**config.mk**
```make
export PLATFORM = sky130hd
export DESIGN_NAME = irq_route_ctrl
export DESIGN_NICKNAME = d
export VERILOG_FILES = /design/src/rtl/irq_route_pkg.sv /design/src/rtl/irq_reg_file.sv /design/src/rtl/irq_src_cond.sv /design/src/rtl/irq_route_merge.sv /design/src/rtl/irq_route_ctrl.sv
export SDC_FILE = /design/constraint.sdc
export NUM_CORES = 1
export LEC_CHECK = 0
export BUFFER_PORTS_ARGS = -buffer_cell sky130_fd_sc_hd__buf_2
export CORE_UTILIZATION = 40
export DETAILED_ROUTE_END_ITERATION = 6
export PLACE_DENSITY = 0.58
export SLEW_MARGIN = 25
export SYNTH_ARGS = -nofsm -noshare
export SYNTH_HDL_FRONTEND = slang
export SYNTH_SLANG_ARGS = --single-unit
```
**constraint.sdc**
```tcl
create_clock -name clk_i -period 1.9 [get_ports clk_i]
set_clock_uncertainty 0.15 [all_clocks]
set_input_delay 0.095 -clock clk_i [delete_from_list [all_inputs] [get_ports clk_i]]
set_output_delay 0.095 -clock clk_i [all_outputs]
set_load 0.01 [all_outputs]
```
**src/rtl/irq_route_pkg.sv**
```systemverilog
package irq_route_pkg;
  localparam int unsigned REG_AW     = 7;
  localparam int unsigned DATA_W     = 32;
  localparam logic [REG_AW-1:0] OFS_EN_SET = 7'h28;
  localparam logic [REG_AW-1:0] OFS_EN_CLR = 7'h2C;
  localparam logic [REG_AW-1:0] OFS_POL    = 7'h30;
  localparam logic [REG_AW-1:0] OFS_MODE   = 7'h34;
  localparam logic [REG_AW-1:0] OFS_STAT   = 7'h40;
  localparam int unsigned RT_CPU_BIT = 0;
  localparam int unsigned RT_INT_LSB = 4;
  typedef logic [7:0] route_byte_t;
endpackage

```
**src/rtl/irq_reg_file.sv**
```systemverilog
module irq_reg_file import irq_route_pkg::*; #(
  parameter int unsigned NUM_IN = 32
) (
  input  logic                clk_i,
  input  logic                rst_ni,
  input  logic                req_i,
  input  logic                we_i,
  input  logic [REG_AW-1:0]   addr_i,
  input  logic [3:0]          be_i,
  input  logic [DATA_W-1:0]   wdata_i,
  output logic [DATA_W-1:0]   rdata_o,
  input  logic [NUM_IN-1:0]   status_i,
  output logic [NUM_IN*8-1:0] route_o,
  output logic [NUM_IN-1:0]   en_o,
  output logic [NUM_IN-1:0]   pol_o,
  output logic [NUM_IN-1:0]   mode_o,
  output logic [NUM_IN-1:0]   clr_pend_o
);
  localparam int unsigned RT_WORDS = (NUM_IN + 3) / 4;

  logic [NUM_IN*8-1:0] route_q;
  logic [NUM_IN-1:0]   en_q, pol_q, mode_q;
  logic [REG_AW-1:0]   wa;
  logic [REG_AW-3:0]   widx;
  logic                wr, rd;
  logic [DATA_W-1:0]   rd_d;

  assign widx = addr_i[REG_AW-1:2];
  assign wa   = {widx, 2'b00};
  assign wr   = req_i & we_i;
  assign rd   = req_i & ~we_i;

  always_ff @(posedge clk_i or negedge rst_ni) begin
    if (!rst_ni) begin
      route_q <= '0;
    end else if (wr) begin
      for (int i = 0; i < NUM_IN; i++) begin
        if (widx == (REG_AW-2)'(i / 4) && be_i[i % 4])
          route_q[8*i +: 8] <= wdata_i[8*(i % 4) +: 8];
      end
    end
  end

  always_ff @(posedge clk_i or negedge rst_ni) begin
    if (!rst_ni) begin
      en_q   <= '0;
      pol_q  <= '0;
      mode_q <= '0;
    end else if (wr) begin
      case (wa)
        OFS_EN_SET: en_q   <= en_q | wdata_i[NUM_IN-1:0];
        OFS_EN_CLR: en_q   <= en_q & ~wdata_i[NUM_IN-1:0];
        OFS_POL:    pol_q  <= wdata_i[NUM_IN-1:0];
        OFS_MODE:   mode_q <= wdata_i[NUM_IN-1:0];
        default: ;
      endcase
    end
  end

  // W1C of edge pending bits through the status word
  assign clr_pend_o = (wr && wa == OFS_STAT) ? wdata_i[NUM_IN-1:0] : '0;

  always_comb begin
    rd_d = '0;
    if (widx < (REG_AW-2)'(RT_WORDS)) begin
      for (int i = 0; i < NUM_IN; i++) begin
        if (widx == (REG_AW-2)'(i / 4))
          rd_d[8*(i % 4) +: 8] = route_q[8*i +: 8];
      end
    end else begin
      case (wa)
        OFS_EN_SET: rd_d[NUM_IN-1:0] = en_q;
        OFS_POL:    rd_d[NUM_IN-1:0] = pol_q;
        OFS_MODE:   rd_d[NUM_IN-1:0] = mode_q;
        OFS_STAT:   rd_d[NUM_IN-1:0] = status_i;
        default:    rd_d = '0;
      endcase
    end
  end

  always_ff @(posedge clk_i or negedge rst_ni) begin
    if (!rst_ni)  rdata_o <= '0;
    else if (rd)  rdata_o <= rd_d;
  end

  assign route_o = route_q;
  assign en_o    = en_q;
  assign pol_o   = pol_q;
  assign mode_o  = mode_q;
endmodule

```
**src/rtl/irq_src_cond.sv**
```systemverilog
module irq_src_cond #(
  parameter int unsigned NUM_IN = 32
) (
  input  logic              clk_i,
  input  logic              rst_ni,
  input  logic [NUM_IN-1:0] src_i,
  input  logic [NUM_IN-1:0] pol_i,
  input  logic [NUM_IN-1:0] mode_i,
  input  logic [NUM_IN-1:0] clr_i,
  output logic [NUM_IN-1:0] status_o
);
  for (genvar i = 0; i < NUM_IN; i++) begin : g_src
    logic act, prev_q, pend_q;
    assign act = src_i[i] ^ pol_i[i];

    always_ff @(posedge clk_i or negedge rst_ni) begin
      if (!rst_ni) begin
        prev_q <= 1'b0;
        pend_q <= 1'b0;
      end else begin
        prev_q <= act;
        if (!mode_i[i])           pend_q <= 1'b0;
        else if (act && !prev_q)  pend_q <= 1'b1;  // new edge beats clear
        else if (clr_i[i])        pend_q <= 1'b0;
      end
    end

    assign status_o[i] = mode_i[i] ? pend_q : act;
  end
endmodule

```
**src/rtl/irq_route_merge.sv**
```systemverilog
module irq_route_merge import irq_route_pkg::*; #(
  parameter int unsigned NUM_IN     = 32,
  parameter int unsigned NUM_PARENT = 4
) (
  input  logic                  clk_i,
  input  logic                  rst_ni,
  input  logic [NUM_IN-1:0]     en_i,
  input  logic [NUM_IN-1:0]     status_i,
  input  logic [NUM_IN*8-1:0]   route_i,
  output logic [NUM_PARENT-1:0] irq_o
);
  logic [NUM_IN-1:0]     live;
  logic [NUM_PARENT-1:0] irq_d;

  assign live = en_i & status_i;

  for (genvar k = 0; k < NUM_PARENT; k++) begin : g_par
    logic [NUM_IN-1:0] hit;
    for (genvar i = 0; i < NUM_IN; i++) begin : g_in
      assign hit[i] = live[i] & route_i[8*i + RT_CPU_BIT] & route_i[8*i + RT_INT_LSB + k];
    end
    assign irq_d[k] = |hit;
  end

  always_ff @(posedge clk_i or negedge rst_ni) begin
    if (!rst_ni) irq_o <= '0;
    else         irq_o <= irq_d;
  end
endmodule

```
**src/rtl/irq_route_ctrl.sv**
```systemverilog
module irq_route_ctrl import irq_route_pkg::*; #(
  parameter int unsigned NUM_IN     = 32,
  parameter int unsigned NUM_PARENT = 4
) (
  input  logic                  clk_i,
  input  logic                  rst_ni,
  input  logic                  req_i,
  input  logic                  we_i,
  input  logic [REG_AW-1:0]     addr_i,
  input  logic [3:0]            be_i,
  input  logic [DATA_W-1:0]     wdata_i,
  output logic [DATA_W-1:0]     rdata_o,
  input  logic [NUM_IN-1:0]     src_i,
  output logic [NUM_PARENT-1:0] irq_o
);
  logic [NUM_IN*8-1:0] route_w;
  logic [NUM_IN-1:0]   en_w, pol_w, mode_w, clr_pend_w, status_w;

  irq_reg_file #(.NUM_IN(NUM_IN)) u_regs (
    .clk_i      (clk_i),
    .rst_ni     (rst_ni),
    .req_i      (req_i),
    .we_i       (we_i),
    .addr_i     (addr_i),
    .be_i       (be_i),
    .wdata_i    (wdata_i),
    .rdata_o    (rdata_o),
    .status_i   (status_w),
    .route_o    (route_w),
    .en_o       (en_w),
    .pol_o      (pol_w),
    .mode_o     (mode_w),
    .clr_pend_o (clr_pend_w)
  );

  irq_src_cond #(.NUM_IN(NUM_IN)) u_src (
    .clk_i    (clk_i),
    .rst_ni   (rst_ni),
    .src_i    (src_i),
    .pol_i    (pol_w),
    .mode_i   (mode_w),
    .clr_i    (clr_pend_w),
    .status_o (status_w)
  );

  irq_route_merge #(.NUM_IN(NUM_IN), .NUM_PARENT(NUM_PARENT)) u_merge (
    .clk_i    (clk_i),
    .rst_ni   (rst_ni),
    .en_i     (en_w),
    .status_i (status_w),
    .route_i  (route_w),
    .irq_o    (irq_o)
  );
endmodule

```
# After elaboration in Yosys (flattened, before gate mapping)
# Cells that the tools add are included.
[op_classes]
n_lt_le_gt_ge = 1
eq_ne = 44
muxes = 164
bitwise = 199
reduce_logical = 138
[ops]
columns = ["op", "count"]
rows = [
  ["2-to-1 mux 8 bit", 32],
  ["bitwise AND 1 bit", 162],
  ["2-to-1 mux 1 bit", 128],
  ["one-hot mux 32 bit (4 select lines)", 1],
  ["OR reduction 32 bit", 4],
  ["inequality test 3 x 2 -> 1 bit (second input constant)", 32],
  ["AND reduction 2 bit", 35],
  ["logical AND 1 bit", 65],
  ["bitwise AND 32 bit", 2],
  ["2-to-1 mux 32 bit", 2],
  ["one-hot mux 32 bit (2 select lines)", 1],
  ["logical NOT 1 bit", 32],
  ["inverter 32 bit", 1],
  ["OR 32 bit", 1],
  ["bitwise XOR 1 bit", 32],
  ["equality test 5 x 3 -> 1 bit (second input constant)", 4],
  ["equality test 5 x 4 -> 1 bit (second input constant)", 4],
  ["equality test 5 x 2 -> 1 bit (second input constant)", 2],
  ["equality test 5 x 1 -> 1 bit (second input constant)", 1],
  ["equality test 5 bit (second input constant)", 1],
  ["logical NOT 5 bit", 1],
  ["< comparator 5 x 4 -> 1 bit (second input constant)", 1],
  ["nonzero test 2 bit", 1],
  ["inverter 1 bit", 1],
]
[totals]
reg_bits = 452
inputBits = 79
output_inout_bits = 36
word_cells = 647

# Longest topological paths before layout
# Gate-level depths: netlist (run 1).
[depth]
word_depth = 10
mapped_depth = 8
mapped_depth_nobuf = 5

# Cells and area by module
# A second synthesis (run 1) with hierarchy kept.
[unflattened]
hier_cells = 2018
area_unflattened_um2 = 22227.6
[by_module_without_submodules]
columns = ["module", "instances", "cells_per_inst", "area_each_um2", "seq_area_each_um2"]
rows = [
  ["irq_reg_file", 1, 1616, 18174.9, 9609.2],
  ["irq_src_cond", 1, 224, 2881.5, 1601.5],
  ["irq_route_merge", 1, 178, 1171.1, 100.1],
]

# Least setup slack after synthesis (run 1)
# No wires, ideal clock.
[synth_path]
kind = "reg2reg"
from = "register u_regs.pol_q[19] (netlist: u_regs.pol_o[19])"
to = "register u_merge.irq_o[2]"
setup_ns = 0.145
arrival_time_ns = 1.639
t_required_ns = 1.605
setup_slack_ns = -0.034
stages_incl_launch_ff = 6
n_path_buf = 0
synth_period_minus_slack_ns = 1.934
cell_sequence = "dfrtp_1 > xnor2_1 > a211oi_1 > a2111o_1 > a2111oi_0 > nand4_1"
[synth_via]
elab_chain_len = 6
[synth_rtl]
columns = ["element", "line_no", "text"]
rows = [
  ["start, declared", "irq_reg_file.sv:22", "logic [NUM_IN-1:0] en_q, pol_q, mode_q;"],
  ["start signal, assigned", "irq_reg_file.sv:53", "OFS_POL: pol_q <= wdata_i[NUM_IN-1:0];"],
  ["bitwise XOR 1 bit", "irq_src_cond.sv:14", "assign act = src_i[i] ^ pol_i[i];"],
  ["2-to-1 mux 1 bit", "irq_src_cond.sv:28", "assign status_o[i] = mode_i[i] ? pend_q : act;"],
  ["bitwise AND 32 bit", "irq_route_merge.sv:15", "assign live = en_i & status_i;"],
  ["bitwise AND 1 bit (2 in series)", "irq_route_merge.sv:20", "assign hit[i] = live[i] & route_i[8*i + RT_CPU_BIT] & route_i[8*i + RT_INT_LSB + k];"],
  ["OR reduction 32 bit", "irq_route_merge.sv:22", "assign irq_d[k] = |hit;"],
  ["named net u_merge.irq_d[2]", "irq_route_merge.sv:13", "logic [NUM_PARENT-1:0] irq_d;"],
  ["end signal, assigned", "irq_route_merge.sv:27", "else irq_o <= irq_d;"],
  ["end, declared", "irq_route_merge.sv:10", "output logic [NUM_PARENT-1:0] irq_o"],
]
# The timed path passes the listed nets, and every way through them passes these cells.
# A chain may end at the register's enable or synchronous reset.

# Worst setup path after layout (run 1)
[layout_path]
from = "register u_regs.pol_q[2] (netlist: u_regs.pol_o[2])"
to = "register u_merge.irq_o[0]"
[layout_via]
elab_chain_len = 6
[layout_rtl]
columns = ["element", "line_no", "text"]
rows = [
  ["bitwise XOR 1 bit", "irq_src_cond.sv:14", ""],
  ["named net u_src.g_src[2].act", "irq_src_cond.sv:13", "logic act, prev_q, pend_q;"],
  ["2-to-1 mux 1 bit", "irq_src_cond.sv:28", ""],
  ["bitwise AND 32 bit", "irq_route_merge.sv:15", ""],
  ["bitwise AND 1 bit (2 in series)", "irq_route_merge.sv:20", ""],
  ["OR reduction 32 bit", "irq_route_merge.sv:22", ""],
  ["named net u_merge.irq_d[0]", "irq_route_merge.sv:13", ""],
]
# The timed path passes the listed nets, and every way through them passes these cells.

==> summary.txt, run 1 <==
Synthesis
  • FF+latch count, synth: 452
  • Syn Area/Cell: 11.5 um2
  • Area leader, netlist: dfrtp_1
  • Mapped Area: 22600 um2
  • Post-synth cell types: 65
  • Xor and xnor fraction of the mapped netlist area: 1.24%
  • Synth top area share: 50.0%
  • Area contributors post-synth: dfrtp_1 50%, mux2_2 14%, o2111ai_1 2.9%, o21ai_0 2.4%, mux2_1 2.1%
  • Synth Area in Adders: 0%
  • Mux contribution to synthesized area: 17.2%
  • Synth Area in Simple Gates: 8.84%
  • Largest family of logic cells by synthesized area: compound AO/OA/AOI/OAI gates
  • Sequential element share of the synthesized area: 50.0%
  • Synth Area in Compound Gates: 19.0%
  • Net count after synthesis: 2040
  • Synth warnings: 0
  • Cell count after synthesis: 1961
  • Leading register cell type out of synthesis: dfrtp_1
  • Post-synth ARST share: 100%
  • Post-synth EDFFs: 0

Floorplan
  • Initial Utilization: 40.8%
  • Die H: 240 um
  • Area of the core: 55500 um2
  • Die width: 240 um
  • Die ar.: 57500 um2
  • FP Rows: 86
  • Io pins: 115

Flow run
  • Max capacitance violation total: 0

Clock tree
  • CTS clock-pin slew for the worst setup and hold paths: 0.06 ns
  • CTS tree: yes
  • Clock tree buffer depth: 3
  • Skew-Pair Late Insertion Delay: 0.61 ns
  • CTS root buffer: clkbuf_16
  • Clock Sinks: 452
  • H-tree levels: 2
  • Num CTS Buffers: 50

Final layout
  • Layout Cells excl Fill: 3266
  • Nets: 2560
  • Register area: 11300 um2
  • Design area: 30200 um2
  • Area of the multi-input gates: 11000 um2
  • Share of cells above drive strength 1: 39.5%
  • Most frequent cells in the layout: 450 x dfrtp_1, 382 x buf_4, 276 x mux2_2
  • Area growth from synthesis to layout: 33.7%
  • FILL cells: 4920
  • Most common cell after layout, fill and taps aside: dfrtp_1

Detailed routing
  • Routed WL: 90300 um
  • Post-route ant nets: 0
  • First-pass DRT Iterations: 6
  • Initial drt markers: 1974
  • Via Count: 19817
  • WL/cell: 27.6 um
  • Vias/cell: 6.07
  • # DRC: 0

Placement
  • # port buffers: 112
  • DP Area: 27400 um2
  • Pre-CTS setup slack: -0.406 ns
  • Post-DP HPWL: 65900 um
  • Placed Cells: 3102
  • Routability cong.: 1.06

STA
  • Final hold vios: 0
  • Slew Viols, Final: 0
  • TNS Setup: -0.636 ns
  • Worst-Margin Slew: 0.794 ns
  • Final setup violation count: 5
  • Fmax: 478 MHz
  • Max_slew headroom: 47.0%
  • Min Tclk post-route: 2.09 ns
  • Slack of the critical path: -0.190 ns
  • RSZ-0062 raised after global routing: yes
  • Fin crit share: 110%

Worst setup path
  • FF-to-FF End: u_merge.irq_o[0]$_DFF_PN0_
  • R2R Path Start: u_regs.pol_o[2]$_DFFE_PN0P_
  • CP Capture Type: flop
  • Reg2Reg Depth: 7
  • CP required: 2.21 ns
  • Startpoint types: flop
  • Arr. time, crit path: 2.40 ns
  • CP Cell Sequence: xor2_2 -> buf_4 -> o2111ai_1 -> o21ai_2 -> a2111oi_4 -> buf_4 -> nand4_1
  • Cell seen most often among critical-path stages: buf_4
  • WS Path Type: flop to flop
  • Max stage delay cell, worst path: dfrtp_1
  • Biggest cell delay along the critical path: 0.40 ns
  • Worst R2R Setup Slack: -0.19 ns
  • CP Max Fanout: 5

Global route
  • Total gr overflow: 0
  • Vias in the first global route: 19955
  • GRT Total Usage: 31.9%
  • Initial antenna violation count: 2
  • First-pass GRT wire length: 133000 um
  • Largest net degree at the start of global routing: 63

Power
  • Clock power share: 38.3%
  • Gate power share: 17.6%
  • Switching part of the total: 27.9%
  • Worst vdd ir: 0.677 mV
  • Sequential power share: 44.1%
  • P_int: 18.9 mW
  • Net Sw Power: 7.32 mW
  • Leak pwr: 13.8 nW
  • Power consumption: 26.2 mW
  • Pwr dens: 867 nW/um2

Min path
  • Hold Crit Class: input pin to asynchronous set/reset pin

Run status
  • Failing checks: negative setup slack
  • Status: complete, but fails checks
## flip-flops by register name, indices dropped and copies added (netlist names), named ones only
name                count
u_regs.route_o        256
u_regs.mode_o          32
u_regs.pol_o           32
u_regs.rdata_o         32
u_src.g_src.pend_q     32
u_src.g_src.prev_q     32
u_merge.irq_o           4
## power by group through the flow
stage               clock [mW]  sequential (mW)  combinational (mW)
floorplan                    0             11.4                2.01
global placement             0             11.6                4.21
detailed placement           0             11.7                4.30
CTS                       10.2             11.5                4.50
global route              10.5             11.7                4.96
finish                    10.1             11.6                4.61
## per-layer routing
layer | track usage [%] | up-vias | share of wire, %
met5 | 0 | - | 0.012
met4 | 15.9 | 2 | 5.3
met3 | 5.14 | 235 | 7.3
met2 | 49.5 | 929 | 45
met1 | 43.0 | 10197 | 42
li1 | - | 8454 | -
## logic make-up after synthesis
kind of cell | count (synthesis)
DFF | 452
and+or+nand+nor | 342
buffers and inverters | 191
AOI/OAI and AO/OA | 596
xor gates and xnor gates | 32
muxes | 348
## per-stage QoR
step / hold WS, ns / util (%)
2_1_floorplan: -0.351 / -
3_3_place_gp: -0.116 / 49.3
3_5_place_dp: -0.113 / 49.3
4_1_cts: 0.0440 / 54.0
5_1_grt: 0.0897 / 54.5
6_report: 0.0674 / 54.5
## synthesized netlist by cell type, types with 13 or more instances
cell type	count
nand4_1	23
o211ai_1	17
buf_2	42
mux2i_1	30
mux2_2	276
nor2b_1	39
a311o_1	13
a31oi_1	33
o21ai_0	107
and2_1	23
nand2b_1	58
dfrtp_1	452
o2111ai_1	74
o2bb2ai_1	45
a2111oi_0	16
clkbuf_1	83
a21boi_0	32
nand3_1	32
xor2_1	30
nor3_1	14
inv_1	44
o221ai_1	26
mux2_1	42
o21a_1	46
o22ai_1	27
a21oi_1	75
nand2_1	45
nor2_1	58
## how the worst max path moves through the flow
stage	start	endpoint	slack, ns	cells past startpoint
2_1_floorplan	u_regs.pol_o[4]$_DFFE_PN0P_	u_merge.irq_o[2]$_DFF_PN0_	0.006	5
3_3_place_gp	u_regs.pol_o[13]$_DFFE_PN0P_	u_merge.irq_o[2]$_DFF_PN0_	-0.49	6
3_5_place_dp	u_regs.pol_o[13]$_DFFE_PN0P_	u_merge.irq_o[2]$_DFF_PN0_	-0.41	6
4_1_cts	u_regs.pol_o[8]$_DFFE_PN0P_	u_merge.irq_o[0]$_DFF_PN0_	-0.15	8
5_1_grt	u_regs.pol_o[2]$_DFFE_PN0P_	u_merge.irq_o[0]$_DFF_PN0_	-0.25	7
6_report	u_regs.pol_o[2]$_DFFE_PN0P_	u_merge.irq_o[0]$_DFF_PN0_	-0.19	7
## cell type report
| type | count | area share (%) |
|---|---|---|
| Clock buffer | 81 | 5.20 |
| Inverter | 44 | 0.546 |
| Sequential cell | 452 | 37.4 |
| Antenna cell | 2 | 0.0165 |
| Multi-Input combinational cell | 1318 | 36.4 |
| Tap cell | 748 | 3.09 |
| Clock inverter | 6 | 0.360 |
| Timing Repair Buffer | 615 | 17.0 |
## timing repair
action | CTS | global route
pin swaps | 18 | 13
setup buffers | 4 | 3
endpoints found under the setup margin | 4 | 10
hold buffers | 70 | 0
resized for setup | 47 | 32
endpoints found under the hold margin | 879 | 0
## critical path, delay by kind of cell (launching register included)
family	cells	cell delay, ns
AND/OR/NAND/NOR	1	0.09
buffers and inverters	2	0.36
AO/OA/AOI/OAI	3	0.72
XOR/XNOR	1	0.23
flip-flops	1	0.40
(Power assumes the default switching activity.)
==> run 2, diff against run 1 <==
CORE_UTILIZATION = 56   (was 40)
PLACE_DENSITY = 0.77   (was 0.58)
==> summary.txt, run 2 (synthesis results as in run 1) <==
Worst setup path
  • FF-to-FF End: u_merge.irq_o[0]$_DFF_PN0_
  • WS Path Type: flop to flop
  • Arr. time, crit path: 2.41 ns (about the same)
  • Reg2Reg Depth: 6 (-1)
  • Startpoint types: flop
  • CP required: 2.21 ns (about the same)
  • R2R Path Start: u_regs.pol_o[24]$_DFFE_PN0P_
  • Crit path buf inv count: 1 (-1)
  • CP Capture Type: flop
  • Worst R2R Setup Slack: -0.20 ns (about the same)
  • CP delay by family, top: compound AO/OA/AOI/OAI gates
  • CP Max Fanout: 3 (-2)
  • Biggest cell delay along the critical path: 0.47 ns (+0.07 ns)
  • Max stage delay cell, worst path: a2111o_1
  • CP Cell Sequence: xor2_2 -> buf_4 -> o2111a_1 -> a2111o_1 -> a2111oi_2 -> nand4_1

Placement
  • Post-DP HPWL: 62900 um (-4.5%)
  • Pre-CTS setup slack: -0.423 ns (-0.0174 ns)
  • # port buffers: 112 (unchanged)
  • Routability cong.: 1.03 (-3.0%)
  • DP Area: 27200 um2 (-0.51%)

STA
  • Worst-Margin Slew: 0.651 ns (-0.142 ns)
  • Min Tclk post-route: 2.10 ns (+0.0123 ns)
  • Fin crit share: 111% (+0.65 points)
  • Final setup violation count: 4 (-1)
  • Max_slew headroom: 56.4% (+9.4 points)
  • Fmax: 476 MHz (-0.59%)
  • RSZ-0062 raised after global routing: yes
  • Final hold vios: 0 (unchanged)
  • Slack of the critical path: -0.203 ns (-0.0123 ns)
  • Slew Viols, Final: 0 (unchanged)

Floorplan
  • Die H: 203 um (-15%)
  • Die ar.: 41200 um2 (-28%)
  • Io pins: 115 (unchanged)
  • Initial Utilization: 56.8% (+16 points)
  • Area of the core: 39800 um2 (-28%)
  • Die width: 203 um (-15%)
  • FP Rows: 73 (-15%)

Min path
  • Hold EP: u_regs.route_o[253]$_DFFE_PN0P_
  • Hold_sp: be_i[3]
  • Hold Path Depth: 5
  • Hold Crit Class: input pin to flop

Clock tree
  • CTS clock-pin slew for the worst setup and hold paths: 0.06 ns (about the same)
  • CTS tree: yes
  • Num CTS Buffers: 49 (-2.0%)
  • Clock tree buffer depth: 3 (unchanged)
  • CTS root buffer: clkbuf_16
  • Clock Sinks: 452 (unchanged)
  • H-tree levels: 2 (unchanged)
  • Skew-Pair Late Insertion Delay: 0.59 ns (-0.02 ns)

Detailed routing
  • Via Count: 20460 (+3.2%)
  • Vias/cell: 6.67 (+9.9%)
  • Post-route ant nets: 0 (unchanged)
  • Initial drt markers: 2491 (+26%)
  • WL/cell: 28.6 um (+3.3%)
  • # DRC: 0 (unchanged)
  • First-pass DRT Iterations: 6 (unchanged)
  • Routed WL: 87600 um (-2.9%)

Final layout
  • Max reg flops: 256 (unchanged)
  • Nets: 2586 (+1.0%)
  • Most common cell after layout, fill and taps aside: dfrtp_1
  • Most frequent cells in the layout: 448 x dfrtp_1, 423 x buf_4, 276 x mux2_2
  • Area growth from synthesis to layout: 31.9%
  • Share of cells above drive strength 1: 40.1% (+0.68 points)
  • Design area: 29800 um2 (-1.3%)
  • Ant diodes: 0 (-2)

Global route
  • Met2 usage: 64.3% (+15 points)
  • Largest net degree at the start of global routing: 58 (-7.9%)
  • Most Crowded Layer GR: met2
  • M3 GR Usage: 9.87% (+4.7 points)
  • GRT Total Usage: 42.9% (+11 points)
  • Vias in the first global route: 20748 (+4.0%)
  • GR Util met1: 55.8% (+13 points)
  • First-pass GRT wire length: 130000 um (-2.2%)
  • Initial antenna violation count: 0 (-2)
  • Total gr overflow: 0 (unchanged)

Flow run
  • Max capacitance violation total: 0 (unchanged)

Power
  • Leak pwr: 13.7 nW (-0.13%)
  • Worst vdd ir: 0.963 mV (+42%)
  • Pwr dens: 858 nW/um2 (-1.1%)

Run status
  • Status: complete, but fails checks
  • Failing checks: negative setup slack
## run 2: per-layer routing
layer,share of wire [%],vias up,wire length [um]
met3,11,398,9480
li1,-,8497,-
met5,0,-,0
met1,38,10147,33200
met4,7.4,0,6460
met2,44,1418,38500
## run 2: where the power goes
| part | total, mW | switching [mW] | internal (mW) | leakage, nW |
|---|---|---|---|---|
| Combinational | 4.70 | 2.41 | 2.29 | 7.02 |
| Sequential | 11.6 | 0.917 | 10.7 | 5.97 |
| Clock | 9.30 | 3.95 | 5.35 | 0.755 |
## run 2: tightest hold or removal path: cells and delay by family
family	cells	cell delay, ns
muxes	1	0.19
buffers and inverters	2	0.27
and+or+nand+nor	2	0.18
## run 2: metrics by stage
| step | instances | power (mW) | hold WS [ns] | util [%] | TNS, ns |
|---|---|---|---|---|---|
| floorplan | 1961 | 13.4 | -0.351 | - | 0 |
| global placement | 2910 | 15.8 | -0.103 | 68.3 | -32.46 |
| detailed placement | 2910 | 16.0 | -0.0957 | 68.3 | -36.17 |
| CTS | 3066 | 25.4 | 0.00441 | 74.4 | -0.512 |
| global route | 3068 | 26.4 | 0.0504 | 74.9 | -0.706 |
| finish | 3068 | 25.6 | 0.0266 | 74.9 | -0.683 |
## run 2: cell type report
cell class	instances	area [um2]
Inverter	44	165
Sequential cell	452	11300
Tap cell	525	657
Clock buffer	77	1450
Multi-Input combinational cell	1318	10900
Timing Repair Buffer	642	5230
Fill cell	2616	9980
Clock inverter	10	81.3
## run 2: worst max path at each step
stage,from,slack (ns),endpoint,cells after the start
final,u_regs.pol_o[24]$_DFFE_PN0P_,-0.20,u_merge.irq_o[0]$_DFF_PN0_,6
after global placement,addr_i[3],-0.38,u_regs.rdata_o[19]$_DFFE_PN0P_,7
after global routing,u_regs.pol_o[25]$_DFFE_PN0P_,-0.20,u_merge.irq_o[0]$_DFF_PN0_,7
after detailed placement,addr_i[3],-0.42,u_regs.rdata_o[19]$_DFFE_PN0P_,7
after floorplan,u_regs.pol_o[4]$_DFFE_PN0P_,0.006,u_merge.irq_o[2]$_DFF_PN0_,5
after CTS,u_regs.pol_o[24]$_DFFE_PN0P_,-0.14,u_merge.irq_o[0]$_DFF_PN0_,6
## run 2: timing repair
item | CTS | global route
setup buffers | 3 | 2
hold endpoints to repair | 871 | 0
pin swaps | 15 | 13
endpoints found under the setup margin | 5 | 8
hold buffers | 67 | 0
gates resized for setup | 41 | 31
==> run 3, diff against run 2 <==
ABC_AREA = 1   (was unset)
ABC_CLOCK_PERIOD_IN_PS = 1900   (was unset)
REMOVE_ABC_BUFFERS = 1   (was unset)
==> summary.txt, run 3 <==
Synthesis
  • Most common cell in the netlist: nand2_1
  • Post-synth ARST share: 100% (unchanged)
  • Cell count after synthesis: 2722 (+39%)
  • Synth warnings: 0 (unchanged)
  • Leading register cell type out of synthesis: dfrtp_1
  • FF+latch count, synth: 452 (unchanged)
  • Area contributors post-synth: dfrtp_1 53%, nand2_1 15%, o21ai_0 9.0%, nand3_1 5.4%, nor2_1 3.9%
  • Syn Area/Cell: 7.83 um2 (-32%)
  • Sequential element share of the synthesized area: 53.1% (+3.1 points)
  • Post-synth cell types: 25 (-62%)
  • Post-synth EDFFs: 0 (unchanged)
  • Mapped Area: 21300 um2 (-5.8%)
  • Top cells by count, synth: 858 x nand2_1, 452 x dfrtp_1, 382 x o21ai_0
  • Synth top area share: 53.1% (+3.1 points)
  • Area leader, netlist: dfrtp_1

Final layout
  • Final Core Density: 68.9% (-6.0 points)
  • Nets: 3044 (+18%)
  • Share of cells above drive strength 1: 13.1% (-27 points)
  • Most frequent cells in the layout: 848 x nand2_1, 452 x dfrtp_1, 382 x o21ai_0
  • Max reg flops: 256 (unchanged)
  • Ant diodes: 0 (unchanged)
  • FILL cells: 2987 (+14%)
  • Area growth from synthesis to layout: 21.6%
  • Most common cell after layout, fill and taps aside: nand2_1

Power
  • Switching part of the total: 27.7% (-0.71 points)
  • Sequential power share: 47.4% (+2.1 points)
  • Net Sw Power: 6.77 mW (-7.1%)
  • P_int: 17.6 mW (-3.8%)
  • Leak pwr: 12.6 nW (-8.0%)
  • Clock power share: 40.1% (+3.8 points)
  • Gate power share: 12.4% (-6.0 points)
  • Pwr dens: 942 nW/um2 (+9.8%)
  • Power consumption: 24.4 mW (-4.7%)
  • Worst vdd ir: 0.762 mV (-21%)

Worst setup path
  • Arr. time, crit path: 2.14 ns (-0.27 ns)
  • CP required: 2.25 ns (+0.04 ns)
  • Startpoint types: input pin
  • Worst R2R Setup Slack: 0.12 ns (+0.32 ns)
  • CP Max Fanout: 13 (+10)
  • WS Path Type: input pin to flop
  • CP Capture Type: flop

Floorplan
  • Die H: 197 um (-2.9%)
  • Die ar.: 38800 um2 (-5.8%)
  • Die width: 197 um (-2.9%)
  • Area of the core: 37600 um2 (-5.6%)
  • FP Rows: 71 (-2.7%)
  • Io pins: 115 (unchanged)
  • Initial Utilization: 56.7% (-0.10 points)

Run status
  • Failing checks: design-rule violations
  • Status: complete, but fails checks

Flow run
  • Max capacitance violation total: 0 (unchanged)

STA
  • Fmax: 560 MHz (+18%)
  • Fin Hold WS: 0.0525 ns (+0.0260 ns)
  • TNS Setup: 0 ns (+0.683 ns)
  • Max_slew headroom: 41.1% (-15 points)
  • Worst-Margin Slew: 0.882 ns (+0.231 ns)
  • Final setup violation count: 0 (-4)
  • Slew Viols, Final: 0 (unchanged)
  • Slack of the critical path: 0.115 ns (+0.317 ns)
  • Final hold vios: 0 (unchanged)
  • Min Tclk post-route: 1.79 ns (-0.317 ns)
  • Fin crit share: 94.0% (-17 points)
  • RSZ-0062 raised after global routing: no

Clock tree
  • Clock Sinks: 452 (unchanged)
  • CTS tree: yes
  • H-tree levels: 2 (unchanged)
  • Skew-Pair Late Insertion Delay: 0.60 ns (about the same)
  • Num CTS Buffers: 48 (-2.0%)
  • CTS root buffer: clkbuf_16
  • CTS clock-pin slew for the worst setup and hold paths: 0.06 ns (about the same)
  • Clock tree buffer depth: 3 (unchanged)

Detailed routing
  • First-pass DRT Iterations: 7 (+1)
  • WL/cell: 21.1 um (-26%)
  • Routed WL: 74200 um (-15%)
  • Post-route ant nets: 0 (unchanged)
  • Initial drt markers: 2700 (+8.4%)
  • # DRC: 8 (+8)
  • Vias/cell: 5.92 (-11%)
  • Via Count: 20812 (+1.7%)

Global route
  • Largest net degree at the start of global routing: 62 (+6.9%)
  • Initial antenna violation count: 0 (unchanged)
  • GRT Total Usage: 38.9% (-4.0 points)
  • Vias in the first global route: 19738 (-4.9%)
  • Total gr overflow: 0 (unchanged)
  • First-pass GRT wire length: 114000 um (-13%)

Placement
  • Post-DP HPWL: 51900 um (-17%)
  • # port buffers: 112 (unchanged)
  • Routability cong.: 1.04 (+0.49%)
  • Pre-CTS setup slack: -0.120 ns (+0.303 ns)

Min path
  • Hold Crit Class: input pin to flop
-- run 3: worst max-delay path: stages --
cell	delay (ns)
dlygate4sd3_1	0.53
buf_2	0.17
nor2_4	0.20
inv_1	0.13
nor2_2	0.21
buf_6	0.22
nand2_1	0.08
nand3_1	0.08
nor2_1	0.07
nand4_1	0.07
nand2_1	0.11
a21oi_1	0.15
-- run 3: final timing paths --
kind | from | to | depth (start not counted)
setup / recovery | addr_i[4] | u_regs.rdata_o[13]$_DFFE_PN0P_ | 12
hold / removal | req_i | u_regs.rdata_o[21]$_DFFE_PN0P_ | 6
setup reg to reg | u_regs.pol_o[17]$_DFFE_PN0P_ | u_merge.irq_o[3]$_DFF_PN0_ | 9
hold reg to reg | u_regs.route_o[42]$_DFFE_PN0P_ | u_regs.route_o[42]$_DFFE_PN0P_ | 2
max in group asynchronous | rst_ni | u_src.g_src[9].pend_q$_DFFE_PN0P_ | 4
min in group asynchronous | rst_ni | u_regs.pol_o[27]$_DFFE_PN0P_ | 3
-- run 3: what timing repair did --
action | 4_1_cts | 5_1_grt
resized for setup | 0 | 15
buffers inserted | 0 | 2
setup endpoints to repair | 0 | 94
endpoints found under the hold margin | 894 | 0
hold buffers | 70 | 0
-- run 3: routing by layer --
metal	GRT usage [%]	wire length, um	vias to the layer above	part of all wire [%]
met5	0	0	-	0
met4	18.6	3690	0	5.0
met3	8.01	8640	216	12
met2	57.9	32300	1305	43
met1	54.8	29600	9911	40
li1	-	-	9380	-
-- run 3: layout make-up --
cell class | instances | area, um2 | area share, %
timing repair buffer | 335 | 2800 | 10.8
multi-input combinational | 1956 | 8870 | 34.2
sequential | 452 | 11300 | 43.7
clock buffer | 74 | 1460 | 5.64
tap | 511 | 639 | 2.47
inverter | 172 | 648 | 2.50
clock inverter | 13 | 173 | 0.666
-- run 3: power by group through the flow --
| stage | sequential (mW) | clock, mW | combinational [mW] |
|---|---|---|---|
| final | 11.6 | 9.79 | 3.03 |
| after global routing | 11.7 | 10.2 | 3.36 |
| after CTS | 11.5 | 9.83 | 2.97 |
| after detailed placement | 11.7 | 0 | 2.84 |
| after global placement | 11.6 | 0 | 2.72 |
| after floorplan | 11.4 | 0 | 1.45 |
-- run 3: metrics by stage --
stage / std cells / cell area [um2]
4_1_cts: 3510 / 25800
6_report: 3513 / 25900
3_5_place_dp: 3353 / 23500
5_1_grt: 3513 / 25900
3_3_place_gp: 3353 / 23500
2_1_floorplan: 2580 / 20700
-- run 3: cell families after synthesis --
kind of cell / Yosys count / share of synthesized area, %
flip-flops: 452 / 53.1
XOR/XNOR: 32 / 1.32
AO/OA/AOI/OAI: 507 / 12.3
buffers and inverters: 314 / 5.69
AND/OR/NAND/NOR: 1417 / 27.7
